$ cat src/rtl/addsub_fmt_pkg.sv
// Package: shared format codes for the multi-format adder/subtractor.
// Assumes a 2-bit select; code 3 is an alias of twos complement.
package addsub_fmt_pkg;
    typedef enum logic [1:0] {
        FMT_TWOS = 2'd0,
        FMT_ONES = 2'd1,
        FMT_SMAG = 2'd2,
        FMT_ALT  = 2'd3
    } num_fmt_e;
endpackage

$ cat src/rtl/addsub_ripple.sv
// Module: ripple carry adder built from generate/propagate bit cells.
// Assumes WIDTH >= 1; returns the sum and the carry out of the top bit.
module addsub_ripple #(
    parameter int WIDTH = 8
) (
    input  logic [WIDTH-1:0] a_in,
    input  logic [WIDTH-1:0] b_in,
    input  logic             c_in,
    output logic [WIDTH-1:0] sum_out,
    output logic             c_out
);
    logic [WIDTH:0] chain;

    assign chain[0] = c_in;

    // One full-adder cell per bit, carry rippling upward
    generate
        for (genvar i = 0; i < WIDTH; i++) begin : g_cell
            logic gen_b;
            logic prop_b;
            assign gen_b        = a_in[i] & b_in[i];
            assign prop_b       = a_in[i] ^ b_in[i];
            assign sum_out[i]   = prop_b ^ chain[i];
            assign chain[i+1]   = gen_b | (prop_b & chain[i]);
        end
    endgenerate

    assign c_out = chain[WIDTH];
endmodule

$ cat src/rtl/addsub_operand_prep.sv
// Module: forms the effective second operand for the chosen format.
// Assumes WIDTH >= 2. Complement formats invert all bits on subtract;
// sign-magnitude inverts only the sign bit.
module addsub_operand_prep
    import addsub_fmt_pkg::*;
#(
    parameter int WIDTH = 8
) (
    input  logic [WIDTH-1:0] b_raw,
    input  logic             sub_en,
    input  num_fmt_e         fmt,
    output logic [WIDTH-1:0] b_eff
);
    localparam int MSB = WIDTH - 1;

    // Select the negation style of the current format
    always_comb begin
        b_eff = b_raw;
        if (sub_en) begin
            if (fmt == FMT_SMAG) begin
                b_eff[MSB] = ~b_raw[MSB];
            end else begin
                b_eff = ~b_raw;
            end
        end
    end
endmodule

$ cat src/rtl/addsub_smag_unit.sv
// Module: sign-magnitude add of two already sign-adjusted operands.
// Assumes WIDTH >= 2. Equal signs add magnitudes; unequal signs subtract
// the smaller from the larger; an exact cancellation yields positive zero.
module addsub_smag_unit #(
    parameter int WIDTH = 8
) (
    input  logic [WIDTH-1:0] opa,
    input  logic [WIDTH-1:0] opb,
    output logic [WIDTH-1:0] res,
    output logic             ovf
);
    localparam int MSB  = WIDTH - 1;
    localparam int MAGW = WIDTH - 1;

    logic            sgn_a;
    logic            sgn_b;
    logic [MAGW-1:0] mag_a;
    logic [MAGW-1:0] mag_b;
    logic [MAGW-1:0] mag_sum;
    logic            mag_carry;
    logic [MAGW-1:0] mag_diff;
    logic            a_ge_b;
    logic [MAGW-1:0] mag_out;
    logic            sgn_out;

    assign sgn_a = opa[MSB];
    assign sgn_b = opb[MSB];
    assign mag_a = opa[MAGW-1:0];
    assign mag_b = opb[MAGW-1:0];

    addsub_ripple #(.WIDTH(MAGW)) u_mag_add (
        .a_in   (mag_a),
        .b_in   (mag_b),
        .c_in   (1'b0),
        .sum_out(mag_sum),
        .c_out  (mag_carry)
    );

    // Carry out of a + ~b + 1 is set when mag_a >= mag_b
    addsub_ripple #(.WIDTH(MAGW)) u_mag_sub (
        .a_in   (mag_a),
        .b_in   (~mag_b),
        .c_in   (1'b1),
        .sum_out(mag_diff),
        .c_out  (a_ge_b)
    );

    // Choose same-sign sum or different-sign difference
    always_comb begin
        if (sgn_a == sgn_b) begin
            mag_out = mag_sum;
            sgn_out = sgn_a;
            ovf     = mag_carry;
        end else begin
            mag_out = a_ge_b ? mag_diff : (~mag_diff + 1'b1);
            sgn_out = a_ge_b ? sgn_a : sgn_b;
            ovf     = 1'b0;
            if (mag_out == '0) begin
                sgn_out = 1'b0;
            end
        end
        res = {sgn_out, mag_out};
    end
endmodule

$ cat src/rtl/addsub_multi_fmt.sv
// Module: top of the multi-format adder/subtractor.
// Assumes WIDTH >= 2. Combinational arithmetic for three encodings is
// selected by fmt_sel and captured in one output register stage that
// has a synchronous active-low reset.
module addsub_multi_fmt
    import addsub_fmt_pkg::*;
#(
    parameter int WIDTH = 8
) (
    input  logic             clk,
    input  logic             rst_n,
    input  logic [WIDTH-1:0] op_a,
    input  logic [WIDTH-1:0] op_b,
    input  logic             sub_en,
    input  logic [1:0]       fmt_sel,
    output logic [WIDTH-1:0] result,
    output logic             overflow
);
    localparam int MSB  = WIDTH - 1;
    localparam int LOWW = WIDTH - 1;

    num_fmt_e         fmt;
    logic             twos_family;
    logic [WIDTH-1:0] b_eff;
    logic             cin_main;
    logic [LOWW-1:0]  low_sum;
    logic             c_into_msb;
    logic             prop_msb;
    logic             c_out_msb;
    logic [WIDTH-1:0] raw_sum;
    logic             ones_ovf;
    logic [WIDTH-1:0] ones_res;
    logic [WIDTH-1:0] smag_res;
    logic             smag_ovf;
    logic [WIDTH-1:0] next_res;
    logic             next_ovf;

    assign fmt         = num_fmt_e'(fmt_sel);
    assign twos_family = (fmt == FMT_TWOS) || (fmt == FMT_ALT);
    assign cin_main    = sub_en & twos_family;

    addsub_operand_prep #(.WIDTH(WIDTH)) u_prep (
        .b_raw (op_b),
        .sub_en(sub_en),
        .fmt   (fmt),
        .b_eff (b_eff)
    );

    // Low bits ripple; their carry out is the carry into the sign bit
    addsub_ripple #(.WIDTH(LOWW)) u_low (
        .a_in   (op_a[LOWW-1:0]),
        .b_in   (b_eff[LOWW-1:0]),
        .c_in   (cin_main),
        .sum_out(low_sum),
        .c_out  (c_into_msb)
    );

    // Sign-bit cell kept separate so both carries around it are visible
    always_comb begin
        prop_msb  = op_a[MSB] ^ b_eff[MSB];
        c_out_msb = (op_a[MSB] & b_eff[MSB]) | (prop_msb & c_into_msb);
        raw_sum   = {prop_msb ^ c_into_msb, low_sum};
    end

    // Ones complement end-around carry and sign-rule overflow
    always_comb begin
        ones_res = raw_sum + {{(WIDTH-1){1'b0}}, c_out_msb};
        ones_ovf = (op_a[MSB] == b_eff[MSB]) && (ones_res[MSB] != op_a[MSB]);
    end

    addsub_smag_unit #(.WIDTH(WIDTH)) u_smag (
        .opa(op_a),
        .opb(b_eff),
        .res(smag_res),
        .ovf(smag_ovf)
    );

    // Pick the result of the selected format
    always_comb begin
        unique case (fmt)
            FMT_ONES: begin
                next_res = ones_res;
                next_ovf = ones_ovf;
            end
            FMT_SMAG: begin
                next_res = smag_res;
                next_ovf = smag_ovf;
            end
            default: begin
                next_res = raw_sum;
                next_ovf = c_into_msb ^ c_out_msb;
            end
        endcase
    end

    // Output register with synchronous active-low reset
    always_ff @(posedge clk) begin
        if (!rst_n) begin
            result   <= '0;
            overflow <= 1'b0;
        end else begin
            result   <= next_res;
            overflow <= next_ovf;
        end
    end
endmodule

$ cat config.mk
export PLATFORM = sky130hd
export DESIGN_NAME = addsub_multi_fmt
export DESIGN_NICKNAME = d
export VERILOG_FILES = /design/src/rtl/addsub_fmt_pkg.sv /design/src/rtl/addsub_ripple.sv /design/src/rtl/addsub_operand_prep.sv /design/src/rtl/addsub_smag_unit.sv /design/src/rtl/addsub_multi_fmt.sv
export SDC_FILE = /design/constraint.sdc
export NUM_CORES = 1
export LEC_CHECK = 0
export CAP_MARGIN = 20
export CORE_ASPECT_RATIO = 0.75
export CORE_MARGIN = 2
export CORE_UTILIZATION = 40
export CTS_BUF_LIST = sky130_fd_sc_hd__clkbuf_8
export DETAILED_ROUTE_END_ITERATION = 16
export DONT_BUFFER_PORTS = 1
export HOLD_SLACK_MARGIN = 0.15
export PLACE_DENSITY = 0.56
export SLEW_MARGIN = 10
export SYNTH_ARGS = -nofsm -noshare
export SYNTH_HDL_FRONTEND = slang
export SYNTH_SLANG_ARGS = --single-unit
$ cat constraint.sdc
create_clock -name clk -period 15.4 [get_ports clk]
set_input_delay 3.08 -clock clk [delete_from_list [all_inputs] [get_ports clk]]
set_output_delay 3.08 -clock clk [all_outputs]
set_load 0.02 [all_outputs]
## Word-level counts from Yosys, hierarchy flattened

Index checks and enable logic that the tools add are counted.

- Add/sub/neg operators: 2
- Eq/ne operators: 5
- Muxes and demuxes: 11
- Bitwise gates (word level): 98
- Reduce and logical (&&, ||, !) cells: 4

Operators with widths:

| cell | number |
|---|---|
| 1-bit AND | 36 |
| 1-bit bitwise XOR | 36 |
| 7-bit two-way mux | 3 |
| 1-bit bitwise OR | 21 |
| 8-bit one-hot mux with 2 select lines | 1 |
| 7-bit NOT | 2 |
| 8-bit by 1-bit adder with 8-bit output | 1 |
| 8-bit two-way mux | 1 |
| 8-bit NOT | 1 |
| 7-bit by 1-bit adder with 7-bit output, second input constant | 1 |
| 7-bit logical NOT | 1 |
| 1-bit two-way mux | 5 |
| 2-bit == test, second input constant | 2 |
| 2-bit by 1-bit == test with 1-bit output, second input constant | 1 |
| 2-bit logical NOT | 1 |
| 1-bit NOT | 2 |
| 1-bit one-hot mux with 2 select lines | 1 |
| 1-bit == test | 1 |
| 1-bit logical AND | 1 |
| 1-bit logical OR | 1 |
| 1-bit inequality test | 1 |

- Bits in registers: 9
- Input port bits: 21
- Word-level logic and storage cells: 122

## Longest topological paths before layout

- Depth in word-level cells: 24
- Depth in mapped cells: 21

## Hierarchy

From an unflattened synthesis, not the netlist that was laid out.

- Cells, all modules: 196
- Area total of the unflattened synthesis: 1662.8 um^2

Modules (own cells, without submodules):

| module | times used | cells an instance | area each (um^2) |
|---|---|---|---|
| addsub_multi_fmt | 1 | 76 | 658.1 |
| addsub_ripple | 3 | 17 | 177.7 |
| addsub_smag_unit | 1 | 59 | 381.6 |
| addsub_operand_prep | 1 | 10 | 90.1 |

## Least setup slack after synthesis

No wires, ideal clock.

- Path type: in2reg
- Start: input port fmt_sel[0]
- End: register overflow
- Setup time: 0.060 ns
- Data arrival time: 7.916 ns
- Data required time: 15.340 ns
- Setup slack: 7.424 ns
- Stages: 18
- Cells stage by stage: inv_1 -> ha_1 -> nand2b_1 -> buf_2 -> xnor2_1 -> fa_1 -> fa_1 -> fa_1 -> fa_1 -> fa_1 -> fa_1 -> fa_1 -> inv_1 -> fa_1 -> xnor2_1 -> or3_1 -> a211oi_1 -> o221a_1

- Word-level cells in the longest chain between the ends: 24
- Elaborated cells between the ends (all ways): 68
- Classes of those cells: add/sub: 1; eq/ne: 5; mux: 5; bitwise: 54; reduce/logical: 3

RTL lines:

| what | RTL line | source |
|---|---|---|
| start: declaration | addsub_multi_fmt.sv:15 | `input logic [1:0] fmt_sel,` |
| 2-bit == test | addsub_operand_prep.sv:20, addsub_multi_fmt.sv:80 |  |
| 7-bit two-way mux | addsub_operand_prep.sv:20 | `if (fmt == FMT_SMAG) begin` |
| 8-bit two-way mux | addsub_operand_prep.sv:19 | `if (sub_en) begin` |
| 1-bit bitwise XOR | addsub_ripple.sv:22 | `assign prop_b = a_in[i] ^ b_in[i];` |
| 1-bit AND | addsub_ripple.sv:24 | `assign chain[i+1] = gen_b \| (prop_b & chain[i]);` |
| 1-bit bitwise OR | addsub_ripple.sv:24 |  |
| 1-bit AND | addsub_ripple.sv:24 |  |
| 1-bit bitwise OR | addsub_ripple.sv:24 |  |
| [... 8 more ...] | -- |  |
| 1-bit AND | addsub_ripple.sv:24 |  |
| 1-bit bitwise OR | addsub_ripple.sv:24 |  |
| 1-bit AND | addsub_multi_fmt.sv:61 | `c_out_msb = (op_a[MSB] & b_eff[MSB]) \| (prop_msb & c_into_msb);` |
| 1-bit bitwise OR | addsub_multi_fmt.sv:61 |  |
| 8-bit by 1-bit adder with 8-bit output | addsub_multi_fmt.sv:67 | `ones_res = raw_sum + {{(WIDTH-1){1'b0}}, c_out_msb};` |
| 1-bit inequality test | addsub_multi_fmt.sv:68 | `ones_ovf = (op_a[MSB] == b_eff[MSB]) && (ones_res[MSB] != op_a[MSB]);` |
| 1-bit logical AND | addsub_multi_fmt.sv:68 |  |
| 1-bit one-hot mux with 2 select lines * | addsub_multi_fmt.sv:80 | `unique case (fmt)` |
| end signal: assignment | addsub_multi_fmt.sv:103 | `overflow <= next_ovf;` |
| end: declaration | addsub_multi_fmt.sv:17 | `output logic overflow` |

Every way passes the cells marked *; elsewhere a longest branch is shown, timed or not.
A chain may end at the register's enable or synchronous reset.

## Worst setup path in the final report

Ends and elaborated chain as after synthesis.

==> results.cfg <==
[floorplanning]
core_sq_um = 3640
rows = 19
die_x_um = 74.7
ios = 30
die_height_um = 57.0
start_util_pct = 41.2
dieArea_sq_um = 4260

[synth]
yosysWarnings = 0
synth_nets = 225
synth_fa_ha_area_share_pct = 33.4
synthCells = 176
synth_area_leader_cell = fa_1
synth-xor-area-share_pct = 7.01
synth_cell_types = 43
synth_common_cells = inv_1, fa_1, o21ai_0
yosys.area_share.simple_pct = 18.2
synth_top_family_by_area = adder cells
yosysTopAreaCellShare_pct = 26.7
synthFlopType = dfxtp_1
yosysSeqAreaShare_pct = 12.0
synth_area_leaders = fa_1, dfxtp_1, xnor2_1, ha_1, inv_1
synth_mux_area_share_pct = 2.09
ys_seq_elements = 9
synth_edf_count = 0
synth-compound-area-share_pct = 18.9
ys_async_sr_fraction_pct = 0
syn_avg_cell_area_sq_um = 8.52
netlist_area_sq_um = 1500
synth.most_common_cell = inv_1

[clocking]
htreeDepth = 1
cts_buffers = 3
cts_resized = 0
clkSlewWorstSetupHoldPaths_ns = 0.04
tritoncts = yes
cts_root_buffer = clkbuf_8
cts_sinks = 9
clk_path_buf_depth = 2
postCtsSetupRepairBufs = 0
cts_hold_buf = 0

[worst_setup_path]
slowest_delay_ns = 0.49
endpoint_kind = flop
path_cells = inv_1, ha_1, nand2b_1, xnor2_1, fa_1, fa_1, fa_1, fa_1, fa_1, fa_1, fa_1, inv_1, fa_1, xnor2_1, or3_1, a211oi_1, o221a_1
cp_top_family = adder cells
cp_max_fo = 8
path_buf_inv = 2
crit_top_cell = fa_1
worst-path-stages = 17
crit_path_start_kind = input pin
crit_arrival_ns = 8.41
required_ns = 15.56
slowest_stage = fa_1
worstSetupPathType = input pin to flop

[power]
p_seq_share_pct = 21.9
totalPowerFinal_uw = 157
p_clk_share_pct = 16.2
leakagePower_nw = 0.650
p_int_uw = 84.3
power_frac_comb_pct = 62.0
p_sw_uw = 72.3
switching_share_pct = 46.2
vdd_ir_drop_max_mv = 0.0457
power_density_nw_per_um2 = 99.1

[global_route]
grt-ovfl-total = 0
grt_max_degree = 16
gr-usage-all-layers_pct = 18.9
first_global_vias = 1197
grt_pass1_wl_um = 5990
antenna_found_initial = 0

[min_path]
hold_depth = 2
min_path_type = input pin to flop

[drt]
vias = 1284
vias_per_cell = 5.71
antenna_left = 0
routedWlPerCell_um = 16.5
wl_um = 3710
drt_first_pass_iters = 4
initialDrtViolationCount = 104
drc = 0

[sta]
slew_headroom_pct = 63.8
finalHoldViolCount = 0
rsz0062_at_grt = no
tns_ns = 0
worstMarginPinSlew_ns = 0.541
fmax_mhz = 121
setup_viol_count_final = 0
slew_violations = 0
period_needed_ns = 8.25
fin_crit_sh_pct = 53.6

[final_layout]
drive_above_1_share_pct = 4.05
area_growth_pct = 5.43
fin_util_pct = 43.4
fin_nets = 223
ff_latch_area_sq_um = 180
multiInputGateArea_sq_um = 1190
final_cells = 225
nFillCells = 370
diodes = 0

[placement]
gp_congestion = 0.896
dp_cells = 221
io_buffers = 0
hpwl_um = 3040

[run_status]
status = completed

[job]
cap_violations = 0
==> layout by cell type, fill, tap and decap left out, types with 3 or more instances in the layout <==
cell / netlist / routed
nand3b_1: 3 / 3
fa_1: 20 / 20
and3_1: 4 / 4
nand2_1: 12 / 12
nor4_1: 3 / 3
and2_1: 3 / 3
a31oi_1: 6 / 6
ha_1: 8 / 8
xnor2_1: 12 / 12
a21oi_1: 6 / 6
nand3_1: 3 / 3
nand2b_1: 3 / 3
clkbuf_8: 0 / 3
o21ai_0: 14 / 14
inv_1: 26 / 27
nor2_1: 5 / 5
dfxtp_1: 9 / 9
==> kinds of logic (layout without fill, tap and decap cells) <==
kind of cell / Yosys count / count (layout)
multiplexers: 3 / 3
flip-flops: 9 / 9
AND/OR/NAND/NOR: 48 / 48
XOR/XNOR: 12 / 12
AO/OA/AOI/OAI: 43 / 43
buffers and inverters: 33 / 30
adder cells (fa/ha/maj): 28 / 28
==> sequential cells by signal (all words and copies together), names as in the netlist <==
name	cells
result	8
overflow	1
==> layout make-up <==
type | instances | area share, %
clock inverters | 1 | 0.238
multi-input cells | 134 | 75.5
flip-flops and latches | 9 | 11.4
inverters | 26 | 6.18
clock buffers | 3 | 2.61
well taps | 52 | 4.12
==> through the flow <==
| step | setup slack [ns] | hold WS, ns | instance area, sq um |
|---|---|---|---|
| floorplan | 7.42 | 3.38 | 1500 |
| global placement | 7.02 | 3.24 | 1540 |
| detailed placement | 6.93 | 3.24 | 1540 |
| CTS | 7.16 | 2.99 | 1580 |
| global route | 6.92 | 3.00 | 1580 |
| finish | 7.15 | 3.00 | 1580 |
==> final timing paths <==
| path | start | to | slack [ns] |
|---|---|---|---|
| min | rst_n | result[5]$_SDFF_PN0_ | 3.00 |
| max | fmt_sel[0] | overflow$_SDFF_PN0_ | 7.15 |
==> metal layers <==
metal  global-route usage (%)  routed length [um]  vias to the layer above
li1                         -                   -                      603
met1                     28.9                1710                      617
met2                     28.2                1680                       59
met3                     1.41                 267                        5
met4                     6.89                  51                        0
met5                        0                   0                        -
==> power by group through the flow <==
stage | Clock, mW | Combinational [mW] | Sequential, mW
final | 0.0253 | 0.0970 | 0.0342
after global routing | 0.0286 | 0.108 | 0.0347
after CTS | 0.0261 | 0.0960 | 0.0343
after detailed placement | 0 | 0.0954 | 0.0347
after global placement | 0 | 0.0927 | 0.0347
after floorplan | 0 | 0.0725 | 0.0343
No activity file was read; power rests on OpenSTA's default activity.
